--- src/rtl/gpio6_port.sv ---
module gpio6_port #(
  parameter int SYNC_STAGES = 2
) (
  input  logic       clk,
  input  logic       rst_n,
  input  logic       wr_port,
  input  logic       wr_lat,
  input  logic       wr_dir,
  input  logic       rd_port,
  input  logic       rd_lat,
  input  logic       rd_dir,
  input  logic [7:0] wdata,
  output logic [7:0] rdata,
  input  logic [5:0] pin_in,
  output logic [5:0] pin_out,
  output logic [5:0] pin_oe,
  input  logic [4:0] ovr_en,
  input  logic [4:0] ovr_oe,
  input  logic [4:0] ovr_dat,
  input  logic       can_tx,
  input  logic [2:0] can_mode,
  input  logic       mclr_en
);
  logic [4:0] dir_q;
  logic [4:0] lat_q;
  logic [5:0] sync_q [SYNC_STAGES];
  logic [4:0] oe_mix, dat_mix;
  logic       can_on;
  logic [5:0] port_val;

  always_ff @(posedge clk or negedge rst_n) begin
    if (!rst_n) begin
      dir_q <= '1;
      lat_q <= '0;
    end else begin
      if (wr_dir) dir_q <= wdata[4:0];
      if (wr_port || wr_lat) lat_q <= wdata[4:0];
    end
  end

  always_ff @(posedge clk or negedge rst_n) begin
    if (!rst_n) begin
      for (int s = 0; s < SYNC_STAGES; s++) sync_q[s] <= '0;
    end else begin
      sync_q[0] <= pin_in;
      for (int s = 1; s < SYNC_STAGES; s++) sync_q[s] <= sync_q[s-1];
    end
  end

  assign can_on  = (can_mode != 3'b000);
  assign oe_mix  = (ovr_en & ovr_oe)  | (~ovr_en & ~dir_q);
  assign dat_mix = (ovr_en & ovr_dat) | (~ovr_en & lat_q);

  assign pin_oe  = {1'b0, oe_mix[4:1],  can_on ? 1'b1   : oe_mix[0]};
  assign pin_out = {1'b0, dat_mix[4:1], can_on ? can_tx : dat_mix[0]};

  assign port_val = {sync_q[SYNC_STAGES-1][5] & ~mclr_en, sync_q[SYNC_STAGES-1][4:0]};

  always_comb begin
    if (rd_port)     rdata = {2'b00, port_val};
    else if (rd_lat) rdata = {3'b000, lat_q};
    else if (rd_dir) rdata = {3'b001, dir_q};
    else             rdata = 8'h00;
  end
endmodule

--- config.mk ---
export PLATFORM = sky130hd
export DESIGN_NAME = gpio6_port
export DESIGN_NICKNAME = d
export VERILOG_FILES = /design/src/rtl/gpio6_port.sv
export SDC_FILE = /design/constraint.sdc
export NUM_CORES = 1
export LEC_CHECK = 0
export ABC_AREA = 1
export BUFFER_PORTS_ARGS = -buffer_cell sky130_fd_sc_hd__buf_4
export CAP_MARGIN = 25
export CORE_MARGIN = 1
export CORE_UTILIZATION = 38
export CTS_CLUSTER_SIZE = 12
export DETAILED_ROUTE_END_ITERATION = 10
export PLACE_DENSITY = 0.78
export SLEW_MARGIN = 20
export SYNTH_ARGS = -nofsm -noshare
export SYNTH_HDL_FRONTEND = slang
export SYNTH_SLANG_ARGS = --single-unit
--- constraint.sdc ---
create_clock -name clk -period 0.8 [get_ports clk]
set_input_delay 0.08 -clock clk [delete_from_list [all_inputs] [get_ports clk]]
set_output_delay 0.08 -clock clk [all_outputs]
set_load 0.1 [all_outputs]
Yosys cells after proc, flatten, opt, wreduce, memory -nomap -nowiden
Index checks and enable logic that the tools add are counted.
{"block": "word_totals", "in_bits": 42, "register_bits": 22, "output_inout_bits": 20}
{"block": "classes", "n_mux": 5, "bitwise_logic": 10, "n_reduce_logical": 2}
{"cell": "$and 5x5->5", "n": 4}
{"cell": "$mux 6", "n": 3}
{"cell": "$not 5->5", "n": 2}
{"cell": "$or 5x5->5", "n": 2}
{"cell": "$reduce_bool 3->1", "n": 1}
{"cell": "$mux 1", "n": 2}
{"cell": "$and 1x1->1", "n": 1}
{"cell": "$logic_or 1x1->1", "n": 1}
{"cell": "$not 1->1", "n": 1}

Depth between registers and ports, before layout
{"block": "logic_depth", "ltp_word": 4, "ltp_mapped": 5, "depth_no_buf": 5}

Least setup slack after synthesis
Ideal clock, no wire load.
{"block": "synth_timing", "kind": "reg-to-output", "from": "register lat_q[2]", "to": "output port pin_out[2]", "path_stages_with_launch": 3, "t_arrival_ns": 2.478, "required_time_ns": 0.720, "path_slack_ns": -1.758, "n_path_buf": 0, "path_cell_list": "dfrtp_1 -> inv_1 -> o21ai_0"}
{"block": "synth_between", "elab_chain_cells": 2}
{"item": "start: declaration", "line_no": "25", "source": "logic [4:0] lat_q;"}
{"item": "start signal: assignment", "line_no": "37", "source": "if (wr_port || wr_lat) lat_q <= wdata[4:0];"}
{"item": "$and 5x5->5", "line_no": "52", "source": "assign dat_mix = (ovr_en & ovr_dat) | (~ovr_en & lat_q);"}
{"item": "$or 5x5->5", "line_no": "52"}
{"item": "end: declaration", "line_no": "15", "source": "output logic [5:0] pin_out,"}
Every way passes these cells.

Final worst setup path
{"block": "layout_timing", "from": "register dir_q[1]", "to": "output port rdata[1]"}
{"block": "layout_between", "elab_chain_cells": 3}
{"item": "start: declaration", "line_no": "24", "source": "logic [4:0] dir_q;"}
{"item": "start signal: assignment", "line_no": "36", "source": "if (wr_dir) dir_q <= wdata[4:0];"}
{"item": "$mux 6", "line_no": "62", "source": "else if (rd_dir) rdata = {3'b001, dir_q};"}
{"item": "$mux 6", "line_no": "61", "source": "else if (rd_lat) rdata = {3'b000, lat_q};"}
{"item": "$mux 6", "line_no": "60", "source": "if (rd_port) rdata = {2'b00, port_val};"}
{"item": "end: declaration", "line_no": "13", "source": "output logic [7:0] rdata,"}
Every way passes these cells.

==> flow_summary.ini <==
[sta]
setup_slack_ps = -601
fin_hold_ws_ps = 24.9
hold_viol = 0
post-route-min-period_ps = 1400
final.setup_skew_ps = 0.248
finalSetupViolCount = 21
unrepaired_setup_endpoints_after_global_routing = yes
fin_crit_sh = 1.75
timing.final.max_slew_violations = 0
timing.fmax_mhz = 714

[clock_tree]
clock-sinks = 22
tritoncts.num_buffers = 3
clk_latency_ps = 310
clkSlewWorstSetupHoldPaths_ps = 120
cts-root-to-sink-buffers = 2
htree_levels = 1
clock-root-buffer = sky130_fd_sc_hd__clkbuf_4
tritoncts = yes

[critical_path]
worstPathArrival_ps = 1320
worst-r2r-cell-count = 5
crit_end = rdata[1]
worst_r2r_startpoint = dir_q[1]
worstPathRequired_ps = 720
worst_path_largest_cell_delay_ps = 580
path_max_fanout = 2
timing.rr.end = dir_q[1]
critPathSlowestCell = sky130_fd_sc_hd__dfstp_2
critical_path.n_buffers_inverters = 1
setup.reg_to_reg.worst_slack_ps = -260
cp-end-kind = output port
crit_type = reg2out
critical_path.startpoint_type = register
crit_path_cell_trace = nand4_1 -> nand2_4 -> buf_12
cp_top_family = flip-flops
timing.critical_path.depth = 3
start_point_of_the_critical_path = dir_q[1]

[global_route]
globalRouteOverflowTotal = 0
grt_usage = 0.238
via_count_of_the_first_global_routing_pass = 1183
grt_antenna_before_repair = 0
grt_pass1_wl_um = 4910
grt_max_degree = 23

[detailed_routing]
routed_vias = 1209
detail_route.wirelength.met1_um = 1250
top_signal_layer_used = met4
detail_route.drc_violations = 0
ant_nets = 0
met3RoutedLength_um = 198
wl_per_cell_um = 13.7
drt_pass1_iterations = 5
first_iter_violations = 26
postRouteWirelength_um = 3360
vias_per_cell = 4.93
dr_wl_met2_um = 1880

[layout]
drive_above_1_share = 0.549
n_antenna_cell = 0
final.fill_count = 144
most-common-layout-cells = sky130_fd_sc_hd__buf_4 (44), sky130_fd_sc_hd__nand2_1 (30), sky130_fd_sc_hd__dfrtp_1 (17), sky130_fd_sc_hd__buf_12 (16), sky130_fd_sc_hd__inv_1 (14)
mostFrequentLayoutCell = sky130_fd_sc_hd__buf_4
synthToLayoutAreaGrowth_pct = 109
final_cell_count_no_fill = 245
finish.net_count = 258

[synth]
ys_types = 15
synth_area_in_adders = 0
synth_top_family_by_area = simple AND/OR/NAND/NOR gates
post_synth_xor_area_fraction = 0
post_synth.cell_area_avg_um2 = 7.91
ys_ff_latch = 22
syn_area_um2 = 1040
synth-simple-area-share = 0.251
post_synth_inst_count = 132
seq_area_frac_synth = 0.534
synth_warnings = 0
synthMuxAreaShare = 0
synth_compound_area_frac = 0.0995

[die]
die_area_um2 = 2960
rows = 18
design.core.area_um2 = 2540
die_height_um = 54.4
initial_core_utilization = 0.410
die_width_um = 54.4
boundaryPins = 62

[placement]
place.detailed.instances = 222
port-buffer-count = 54
place_congestion = 0.742
post-dp-hpwl_um = 2150

[flow_run]
max-cap-violations = 0

[power]
leakagePower_nw = 1.07
power.density_nw_per_um2 = 1620
vdd.ir_drop.worst_mv = 1.65

[hold_path]
timing.hold.worst.class = in2reg

[status]
violations_in_the_final_reports = setup timing
run_status = finished, violations left
-- power by group --
group	switching [mW]	internal (mW)	leakage, nW
Combinational	0.998	0.653	0.797
Clock	0.336	0.278	0.0210
Sequential	0.0514	1.20	0.252
-- area by class of cell --
cell class	instances	area, µm²	area share
tap	30	37.5	0.0173
multi-input combinational	88	592	0.272
sequential	22	557	0.256
inverter	19	71.3	0.0328
timing repair buffer	82	882	0.405
clock buffer	4	36.3	0.0167
-- layer usage --
metal / GRT usage / up-vias
li1: - / 568
met1: 0.270 / 580
met2: 0.451 / 57
met3: 0.0306 / 4
met4: 0.0812 / 0
met5: 0 / -
-- synth_stat cells (all sizes together) --
| cell type | instances | area, µm² |
|---|---|---|
| dfrtp | 17 | 425 |
| nand4 | 5 | 31.3 |
| nand3 | 1 | 5.00 |
| o21ai | 15 | 78.8 |
| nor2 | 18 | 75.1 |
| buf | 6 | 46.3 |
| a21oi | 5 | 25.0 |
| inv | 19 | 71.3 |
| dfstp | 5 | 131 |
| conb | 1 | 3.75 |
| nand2 | 40 | 150 |
-- how the worst min path moves through the flow --
stage                  from         to  slack [ps]  cells after the start
floorplan             rst_n   lat_q[0]        -220                      0
global placement      rst_n  sync_q[7]         -30                      1
detailed placement    rst_n  sync_q[7]         -20                      1
CTS                 wr_port   lat_q[0]          30                      3
global route        wr_port   lat_q[0]          10                      3
finish              wr_port   lat_q[0]          20                      3
-- worst reg2reg max path, stage by stage (launching register included) --
cell,delay (ps)
sky130_fd_sc_hd__dfstp_2,580
sky130_fd_sc_hd__buf_6,110
sky130_fd_sc_hd__buf_6,90
sky130_fd_sc_hd__buf_6,80
sky130_fd_sc_hd__nor2_2,30
sky130_fd_sc_hd__a21oi_2,100
-- sequential cells by signal, indices dropped and copies added, names as in the netlist --
register	count
dir_q	5
lat_q	5
port_val	5
sync_q	7
-- cells by family after synthesis --
kind of cell / Yosys count
buf+inv: 25
flops: 22
other cells: 1
simple gates: 64
compound gates: 20
-- metrics by stage --
| stage | setup slack [ps] | util | TNS, ps | area [µm²] | power (mW) |
|---|---|---|---|---|---|
| floorplan | -229 | - | -3140 | 1220 | 2.15 |
| global placement | -309 | 0.663 | -3370 | 1690 | 2.50 |
| detailed placement | -329 | 0.663 | -3770 | 1690 | 2.53 |
| CTS | -589 | 0.828 | -8200 | 2110 | 3.46 |
| global route | -636 | 0.855 | -9360 | 2180 | 3.64 |
| finish | -601 | 0.855 | -8510 | 2180 | 3.52 |
-- timing repair --
action,4_1_cts,5_1_grt
hold endpoints to repair,33,0
resized for setup,62,18
pin swaps,5,2
endpoints found under the setup margin,21,22
hold buffers,13,0
buffers inserted,3,5
Note: power is estimated with default switching activity, not from simulation.
